**src/rtl/irq_ack_pkg.sv**
```systemverilog
package irq_ack_pkg;
   typedef enum logic [1:0] {
      SQ_IDLE = 2'd0,
      SQ_ARB  = 2'd1,
      SQ_DONE = 2'd2
   } seq_state_e;

   function automatic int idx_width(input int n);
      return (n > 1) ? $clog2(n) : 1;
   endfunction
endpackage

```
**src/rtl/irq_level_max.sv**
```systemverilog
module irq_level_max #(
   parameter int N_RESP = 4,
   parameter int LVL_W  = 3
) (
   input  logic [N_RESP*LVL_W-1:0] levels,
   output logic [LVL_W-1:0]        max_level
);
   always_comb begin
      max_level = '0;
      for (int i = 0; i < N_RESP; i++) begin
         if (levels[i*LVL_W +: LVL_W] > max_level)
            max_level = levels[i*LVL_W +: LVL_W];
      end
   end
endmodule

```
**src/rtl/irq_resp_slot.sv**
```systemverilog
module irq_resp_slot #(
   parameter int LVL_W = 3,
   parameter int ARB_W = 4,
   parameter int BW    = 2
) (
   input  logic             clk,
   input  logic             rst_n,
   input  logic             req_set,
   input  logic [LVL_W-1:0] req_level,
   input  logic [ARB_W-1:0] arb_num,
   input  logic             seq_start,
   input  logic [LVL_W-1:0] start_level,
   input  logic             seq_step,
   input  logic             seq_done,
   input  logic [BW-1:0]    bit_idx,
   input  logic             line,
   output logic             pending,
   output logic [LVL_W-1:0] eff_level,
   output logic             drive,
   output logic             alive
);
   logic             pend_q;
   logic [LVL_W-1:0] lvl_q;
   logic             alive_q;
   logic             won;

   assign won = seq_done & alive_q;

   always_ff @(posedge clk) begin
      if (!rst_n) begin
         pend_q  <= 1'b0;
         lvl_q   <= '0;
         alive_q <= 1'b0;
      end else begin
         if (req_set && (req_level != '0)) begin
            pend_q <= 1'b1;
            lvl_q  <= req_level;
         end else if (won) begin
            pend_q <= 1'b0;
         end

         if (seq_start)
            alive_q <= pend_q && (lvl_q == start_level) && (arb_num != '0);
         else if (seq_step && alive_q && !arb_num[bit_idx] && line)
            alive_q <= 1'b0;
         else if (seq_done)
            alive_q <= 1'b0;
      end
   end

   assign pending   = pend_q;
   assign eff_level = pend_q ? lvl_q : '0;
   assign drive     = alive_q & arb_num[bit_idx];
   assign alive     = alive_q;
endmodule

```
**src/rtl/irq_ack_seq.sv**
```systemverilog
module irq_ack_seq
   import irq_ack_pkg::*;
#(
   parameter int LVL_W = 3,
   parameter int ARB_W = 4,
   parameter int BW    = 2
) (
   input  logic             clk,
   input  logic             rst_n,
   input  logic             ack_start,
   input  logic [LVL_W-1:0] max_level,
   output logic             seq_start,
   output logic             seq_step,
   output logic             seq_done,
   output logic [BW-1:0]    bit_idx,
   output logic             busy,
   output logic [LVL_W-1:0] level_q
);
   seq_state_e state;
   logic [BW-1:0] cnt;

   assign seq_start = ack_start && (state == SQ_IDLE) && (max_level != '0);
   assign seq_step  = (state == SQ_ARB);
   assign seq_done  = (state == SQ_DONE);
   assign busy      = (state != SQ_IDLE);
   assign bit_idx   = cnt;

   always_ff @(posedge clk) begin
      if (!rst_n) begin
         state   <= SQ_IDLE;
         cnt     <= '0;
         level_q <= '0;
      end else begin
         unique case (state)
            SQ_IDLE: if (seq_start) begin
               state   <= SQ_ARB;
               cnt     <= BW'(ARB_W - 1);
               level_q <= max_level;
            end
            SQ_ARB: begin
               if (cnt == '0) state <= SQ_DONE;
               else           cnt   <= cnt - 1'b1;
            end
            SQ_DONE: state <= SQ_IDLE;
            default: state <= SQ_IDLE;
         endcase
      end
   end
endmodule

```
**src/rtl/irq_ack_arbiter.sv**
```systemverilog
module irq_ack_arbiter
   import irq_ack_pkg::*;
#(
   parameter int          N_RESP   = 4,
   parameter int          LVL_W    = 3,
   parameter int          ARB_W    = 4,
   parameter int          VEC_W    = 8,
   parameter int          PREFIX_W = 20,
   parameter logic [7:0]  SPUR_VEC = 8'h18
) (
   input  logic                       clk,
   input  logic                       rst_n,
   input  logic                       ack_start,
   input  logic [N_RESP-1:0]          req_set,
   input  logic [N_RESP*LVL_W-1:0]    req_level,
   input  logic [N_RESP*ARB_W-1:0]    arb_num,
   input  logic [N_RESP*VEC_W-1:0]    vec_num,
   output logic [N_RESP-1:0]          req_pending,
   output logic                       ack_busy,
   output logic [LVL_W-1:0]           ack_level,
   output logic [PREFIX_W+LVL_W:0]    ack_addr,
   output logic                       ack_done,
   output logic [VEC_W-1:0]           ack_vector,
   output logic                       ack_spurious
);
   localparam int BW = idx_width(ARB_W);

   if (N_RESP < 1)  begin : g_bad_n   $error("N_RESP must be at least 1"); end
   if (ARB_W < 2)   begin : g_bad_arb $error("ARB_W must be at least 2"); end
   if (VEC_W < 8)   begin : g_bad_vec $error("VEC_W must hold the spurious code"); end
   if (LVL_W < 1)   begin : g_bad_lvl $error("LVL_W must be at least 1"); end

   logic [N_RESP*LVL_W-1:0] eff_levels;
   logic [N_RESP-1:0]       drive;
   logic [N_RESP-1:0]       alive;
   logic [LVL_W-1:0]        max_level;
   logic                    seq_start, seq_step, seq_done;
   logic [BW-1:0]           bit_idx;
   logic                    line;
   logic [VEC_W-1:0]        win_vec;

   irq_level_max #(.N_RESP(N_RESP), .LVL_W(LVL_W)) u_max (
      .levels    (eff_levels),
      .max_level (max_level)
   );

   irq_ack_seq #(.LVL_W(LVL_W), .ARB_W(ARB_W), .BW(BW)) u_seq (
      .clk       (clk),
      .rst_n     (rst_n),
      .ack_start (ack_start),
      .max_level (max_level),
      .seq_start (seq_start),
      .seq_step  (seq_step),
      .seq_done  (seq_done),
      .bit_idx   (bit_idx),
      .busy      (ack_busy),
      .level_q   (ack_level)
   );

   for (genvar i = 0; i < N_RESP; i++) begin : g_slot
      irq_resp_slot #(.LVL_W(LVL_W), .ARB_W(ARB_W), .BW(BW)) u_slot (
         .clk         (clk),
         .rst_n       (rst_n),
         .req_set     (req_set[i]),
         .req_level   (req_level[i*LVL_W +: LVL_W]),
         .arb_num     (arb_num[i*ARB_W +: ARB_W]),
         .seq_start   (seq_start),
         .start_level (max_level),
         .seq_step    (seq_step),
         .seq_done    (seq_done),
         .bit_idx     (bit_idx),
         .line        (line),
         .pending     (req_pending[i]),
         .eff_level   (eff_levels[i*LVL_W +: LVL_W]),
         .drive       (drive[i]),
         .alive       (alive[i])
      );
   end

   assign line = |drive;

   always_comb begin
      win_vec = '0;
      for (int i = 0; i < N_RESP; i++)
         if (alive[i]) win_vec = win_vec | vec_num[i*VEC_W +: VEC_W];
   end

   assign ack_done     = seq_done;
   assign ack_spurious = seq_done && (alive == '0);
   assign ack_vector   = !seq_done ? '0 : ((alive == '0) ? VEC_W'(SPUR_VEC) : win_vec);
   assign ack_addr     = {{PREFIX_W{1'b1}}, ack_level, 1'b1};
endmodule

```
**config.mk**
```make
export PLATFORM = sky130hd
export DESIGN_NAME = irq_ack_arbiter
export DESIGN_NICKNAME = d
export VERILOG_FILES = /design/src/rtl/irq_ack_pkg.sv /design/src/rtl/irq_level_max.sv /design/src/rtl/irq_resp_slot.sv /design/src/rtl/irq_ack_seq.sv /design/src/rtl/irq_ack_arbiter.sv
export SDC_FILE = /design/constraint.sdc
export NUM_CORES = 1
export LEC_CHECK = 0
export ABC_AREA = 1
export BUFFER_PORTS_ARGS = -buffer_cell sky130_fd_sc_hd__buf_4
export CAP_MARGIN = 25
export CELL_PAD_IN_SITES_DETAIL_PLACEMENT = 0
export CELL_PAD_IN_SITES_GLOBAL_PLACEMENT = 1
export CORE_UTILIZATION = 34
export DETAILED_ROUTE_END_ITERATION = 10
export GPL_TIMING_DRIVEN = 0
export PLACE_DENSITY = 0.86
export RECOVER_POWER = 50
export REMOVE_ABC_BUFFERS = 1
export SETUP_SLACK_MARGIN = 0.1
export SYNTH_ARGS = -nofsm -noshare
export SYNTH_HDL_FRONTEND = slang
export SYNTH_HIERARCHICAL = 1
export SYNTH_SLANG_ARGS = --single-unit
```
**constraint.sdc**
```tcl
create_clock -name clk -period 7 [get_ports clk]
set_input_delay 0.35 -clock clk [delete_from_list [all_inputs] [get_ports clk]]
set_output_delay 0.35 -clock clk [all_outputs]
set_load 0.05 [all_outputs]
```
==> flow_summary.yaml, run 1 <==
global_route:
  grt_max_degree: 18
  grtUsageTotal_pct: 16.5
  grt_pass1_vias: 2645
  gr-total-overflow: 0
  grt_pass1_wl_um: 11500
  antenna_found_initial: 0
detailed_routing:
  drc_errors: 0
  firstDrtPassIters: 4
  routed_wl_um: 6510
  antenna_left: 0
  drtIter0Drc: 77
  vias: 2773
  wl_per_cell_um: 10.2
  viasPerCell: 4.35
floorplan:
  row_count: 31
  die_width_um: 90.3
  num_io_pins: 109
  initial_core_util_pct: 35.8
  coreArea_mm2: 0.00741
  fp.dieH_um: 90.3
  die_area_mm2: 0.00815
timing:
  max_slew_margin_pct: 57.9
  fin_crit_sh_pct: 64.4
  worst_pin_slew_ps: 631
  rsz0062_at_grt: "false"
  drv_slew: 0
  worst_slack_ps: 2490
  setup_viol: 0
  tns_ps: 0
  hold_violations: 0
  max_clock_freq_ghz: 0.222
  min_period_ps: 4510
  fin_worst_skew_ps: 11.0
  holdWs_ps: 336
clock_tree:
  htree_levels: 1
  insertion_delay_ps: 280
  cts_max_path_buffers: 2
  clkTransAtPathRegs_ps: 100
  cts.repair.resized: 0
  ctsRootBufferMaster: "clkbuf_8"
  cts_tree: "done"
  cts.sinks: 27
  numCtsBuffers: 3
  cts_hold_buf: 0
  postCtsSetupBuffers: 0
placed_design:
  dpl.hpwl_um: 5280
  port_buffers: 87
  pre_cts_ws_ps: 2530
  placed_area_mm2: 0.00329
  dp_cells: 634
  place_congestion: 0.764
setup_path:
  cpMostUsedCell: "nand2_1"
  slowest_stage: "dfxtp_1"
  rrSetupSlack_ps: 2490
  required_ps: 7210
  cp_num_buf_inv: 6
  critPathArrivalTime_ps: 4720
  path_delay_family: "simple AND/OR/NAND/NOR gates"
  crit_fanout: 10
  r2r_cells: 32
  crit_type: "reg2reg"
  r2r-end: "g_slot[3].u_slot/alive"
  reg2reg_from: "g_slot[0].u_slot/pending"
  startpoint_type: "flip-flop"
  endpoint_kind: "flip-flop"
  cpPeakStageDelay_ps: 450
hold_path:
  min_path_type: "in2reg"
  whs_path_depth: 3
  min_to: "g_slot[0].u_slot/lvl_q[1]"
  min_from: "req_level[1]"
power:
  p_seq_share_pct: 31.9
  clock_power_share_pct: 15.1
  p_sw_share_pct: 48.6
  power_density_mw_per_mm2: 190
  power_frac_comb_pct: 53.1
  leakagePower_nw: 1.78
  ir_drop_mv: 0.131
  power_switching_uw: 303
  p_int_uw: 321
logic_synthesis:
  ys_types: 27
  synth_area_mm2: 0.00265
  synth_cells: 456
  ys_warn_count: 6
  avgSynthCellArea_um2: 5.81
  ys_seq_area_share_pct: 20.4
  ys_ff_latch: 27
layout:
  antenna_cells: 0
  fin_area_mm2: 0.00329
  nets: 617
  instances_no_fill: 638
  layout-drive-gt1-share_pct: 21.9
  area_growth_pct: 24.1
flow_run:
  drv_cap: 0
outcome:
  run_status: "finished clean"
## synthesized netlist by cell type
cell        n  area [um2]
nand2_1   177         664
inv_1      78         293
dfxtp_1    27         541
a21oi_1    25         125
buf_4      25         188
nor2_1     25        93.8
nand3_1    22         110
ha_1       10         125
nor2_2      9        56.3
and2_1      8        50.1
nand2_2     8        50.1
nand3_2     8        80.1
a21oi_2     6        52.6
nand4_1     6        37.5
nor3_1      4        20.0
buf_6       3        33.8
inv_2       2        7.51
nand2_4     2        22.5
nand3b_1    2        15.0
nor2_4      2        22.5
clkbuf_1    1        3.75
conb_1      1        3.75
nor2_8      1        20.0
nor4_1      1        6.26
o21ai_1     1        5.00
o21ai_2     1        8.76
o21ai_4     1        16.3
## routing by layer
metal | global-route usage, % | vias up | wire length [um] | share of wire, %
li1 | - | 1506 | - | -
met1 | 20.0 | 1177 | 3050 | 47
met2 | 30.5 | 88 | 3020 | 46
met3 | 4.04 | 2 | 414 | 6.4
met4 | 1.21 | 0 | 13 | 0.20
met5 | 0 | - | 0 | 0
## stage by stage
step	utilization [%]	power, mW
detailed placement	44.4	0.542
global route	44.4	0.682
CTS	45.1	0.638
finish	44.4	0.624
floorplan	-	0.446
global placement	44.2	0.534
## worst reg2reg max path: cells and delay by family (launching register included)
| kind | cells | cell delay, ps |
|---|---|---|
| compound gates | 5 | 750 |
| fa+ha+maj | 3 | 940 |
| buf+inv | 6 | 590 |
| flops | 1 | 450 |
| simple gates | 18 | 1750 |
## how the worst max path moves through the flow
| stage | startpoint | endpoint | cells after the start |
|---|---|---|---|
| after CTS | g_slot[0].u_slot/pending | g_slot[3].u_slot/alive | 32 |
| after global routing | g_slot[0].u_slot/pending | g_slot[2].u_slot/alive | 32 |
| after detailed placement | g_slot[0].u_slot/pending | g_slot[3].u_slot/alive | 32 |
| after global placement | g_slot[0].u_slot/pending | g_slot[2].u_slot/alive | 32 |
| after floorplan | g_slot[0].u_slot/pending | g_slot[0].u_slot/alive | 32 |
| final | g_slot[0].u_slot/pending | g_slot[3].u_slot/alive | 32 |
## cell type report
class | count | area [um2]
fill | 832 | 4120
multi-input combinational | 340 | 1660
timing repair buffer | 88 | 616
inverter | 80 | 300
clock inverter | 1 | 8.76
sequential | 27 | 541
clock buffer | 3 | 41.3
tap | 99 | 124
## registers in the layout (all words and copies together) (netlist names)
signal	flops
g_slot.u_slot/lvl_q	12
g_slot.u_slot/alive	4
g_slot.u_slot/pending	4
u_seq/level_q	3
u_seq/bit_idx	2
u_seq/state	2
## cell usage in the layout, fill, tap and decap left out, types with 2 or more instances in the layout
| cell | netlist | layout |
|---|---|---|
| a21oi_1 | 25 | 25 |
| nor2_2 | 9 | 9 |
| conb_1 | 1 | 21 |
| nand2_4 | 2 | 2 |
| nor3_1 | 4 | 4 |
| ha_1 | 10 | 10 |
| clkbuf_8 | 0 | 3 |
| nand3b_1 | 2 | 2 |
| nand4_1 | 6 | 6 |
| nor2_4 | 2 | 2 |
| nor2_1 | 25 | 25 |
| inv_1 | 78 | 79 |
| clkbuf_1 | 1 | 13 |
| dfxtp_1 | 27 | 27 |
| nand3_2 | 8 | 8 |
| and2_1 | 8 | 8 |
| nand2_2 | 8 | 8 |
| nand2_1 | 177 | 177 |
| a21oi_2 | 6 | 6 |
| nand3_1 | 22 | 22 |
| buf_4 | 25 | 74 |
## power by group through the flow
stage	registers (mW)	clock network [mW]	logic (mW)
after floorplan	0.218	0	0.228
after global placement	0.203	0	0.332
after detailed placement	0.203	0	0.339
after CTS	0.199	0.0986	0.341
after global routing	0.203	0.104	0.375
final	0.199	0.0941	0.331
## logic make-up after synthesis
kind of cell    after synthesis  share of synthesized area (%)
compound gates               34                           7.83
fa+ha+maj                    10                           4.72
buf+inv                     109                           19.8
flops                        27                           20.4
other cells                   1                          0.141
simple gates                275                           47.1
(Power assumes the default switching activity.)
==> run 2, diff against run 1 <==
Settings changed: CORE_UTILIZATION 34 to 32, PLACE_DENSITY 0.86 to 0.81.
Clock period 7 ns to 4.5 ns, I/O delays scaled along.
==> flow_summary.yaml, run 2 (synthesized netlist as in run 1, its figures left out) <==
layout:
  instances_no_fill: 651
  area_growth_pct: 29.6
  nets: 627
  multiInputGateArea_mm2: 0.00171
  layout-drive-gt1-share_pct: 26.2
  seqCellArea_um2: 546
  most-common-layout-cells: "nand2_1, buf_4, inv_1"
  n_fill_cell: 845
  largest-register: "g_slot.u_slot/lvl_q"
  largest_reg_flops: 12
  layout_commonest_cell: "nand2_1"
  antenna_cells: 0
global_route:
  grt_max_degree: 18
  antenna_found_initial: 0
  grtUsageTotal_pct: 15.6
  grt_pass1_vias: 2596
  gr-total-overflow: 0
  grt_pass1_wl_um: 11100
clock_tree:
  clkTransAtPathRegs_ps: 110
  insertion_delay_ps: 290
  cts.sinks: 27
  cts_tree: "done"
  ctsRootBufferMaster: "clkbuf_8"
  cts_max_path_buffers: 2
  htree_levels: 1
  numCtsBuffers: 3
  cts_hold_buf: 0
placed_design:
  dpl.hpwl_um: 5300
  dp_cells: 637
  port_buffers: 87
  place_congestion: 0.775
timing:
  fin_worst_skew_ps: 16.4
  fin_crit_sh_pct: 91.7
  max_clock_freq_ghz: 0.242
  tns_ps: 0
  min_period_ps: 4120
  drv_slew: 0
  rsz0062_at_grt: "false"
  hold_violations: 0
  max_slew_margin_pct: 56.5
  worst_pin_slew_ps: 652
  setup_viol: 0
detailed_routing:
  firstDrtPassIters: 4
  vias: 2855
  routed_wl_um: 6680
  antenna_left: 0
  viasPerCell: 4.39
  wl_per_cell_um: 10.3
  drc_errors: 0
  drtIter0Drc: 99
power:
  p_sw_share_pct: 47.8
  ir_drop_mv: 0.173
  p_seq_share_pct: 30.2
  clock_power_share_pct: 14.7
  power_mw: 1.03
  leakagePower_nw: 1.84
  power_frac_comb_pct: 55.1
  power_density_mw_per_mm2: 298
  p_int_uw: 535
  power_switching_uw: 491
setup_path:
  startpoint_type: "flip-flop"
  endpoint_kind: "flip-flop"
  critPathArrivalTime_ps: 4340
  required_ps: 4720
  crit_fanout: 8
  crit_type: "reg2reg"
floorplan:
  num_io_pins: 109
  initial_core_util_pct: 33.6
  die_area_mm2: 0.00865
  fp.dieH_um: 93.0
  coreArea_mm2: 0.00789
  die_width_um: 93.0
  row_count: 32
hold_path:
  min_path_type: "in2reg"
outcome:
  run_status: "finished clean"
flow_run:
  drv_cap: 0
run 2: cell types whose count changed in the layout (fill, tap and decap cells not counted), sizes merged:
| cell | change |
|---|---|
| buf | +13 |
| clkbuf | -3 |
| clkinvlp | +1 |
| inv | -1 |
run 2: layout make-up:
type / instances / area share (%)
Multi-Input combinational cell: 340 / 49.8
Timing Repair Buffer: 98 / 20.3
Tap cell: 102 / 3.71
Sequential cell: 27 / 15.9
Clock buffer: 3 / 1.20
Clock inverter: 1 / 0.255
Inverter: 80 / 8.85
run 2: layer usage:
metal | wire length (um) | global-route usage (%)
met1 | 2930 | 18.0
met3 | 559 | 3.33
met5 | 0 | 0
met2 | 3180 | 29.7
met4 | 13 | 2.05
run 2: power groups by stage:
stage | logic (mW) | registers (mW) | clock network, mW
global route | 0.632 | 0.317 | 0.167
CTS | 0.529 | 0.311 | 0.158
global placement | 0.514 | 0.316 | 0
detailed placement | 0.523 | 0.316 | 0
finish | 0.565 | 0.310 | 0.151
floorplan | 0.355 | 0.339 | 0
run 2: final timing paths:
kind / end / slack (ps) / cells past startpoint / from
min: g_slot[0].u_slot/lvl_q[1] / 200 / 3 / req_level[1]
max reg2reg: g_slot[2].u_slot/alive / 380 / 27 / g_slot[0].u_slot/lvl_q[1]
min reg2reg: u_seq/level_q[0] / 490 / 2 / u_seq/level_q[0]
max: g_slot[2].u_slot/alive / 380 / 27 / g_slot[0].u_slot/lvl_q[1]
run 2: worst max-delay path: stages (launching register included):
cell	delay [ps]
dfxtp_1	400
nand2_1	80
inv_1	90
inv_1	50
ha_1	300
nand3_2	90
nand2_2	110
nand2_1	70
and2_1	140
ha_1	330
nand2_2	80
o21ai_4	200
nand3b_1	170
nand2_1	80
ha_1	310
a21oi_2	160
o21ai_1	90
o21ai_2	120
inv_2	90
nand2_1	110
nand2_4	90
nor2_1	90
nand2_1	80
nand2_4	90
clkinvlp_4	200
nor3_1	220
nand2_1	100
a21oi_2	110
run 2: stage by stage:
stage               util (%)  hold slack (ps)  worst slack, ps  area (um2)
finish                  43.6              205              375        3440
floorplan                  -              346              297        2500
global route            43.6              214             27.5        3440
CTS                     42.4              200              165        3350
global placement        41.6              475              104        3280
detailed placement      41.7              476             45.7        3290
run 2: timing repair:
item,in CTS,in global routing
buffers inserted,0,10
pin swaps,0,6
resized for setup,3,15
endpoints found under the setup margin,4,4
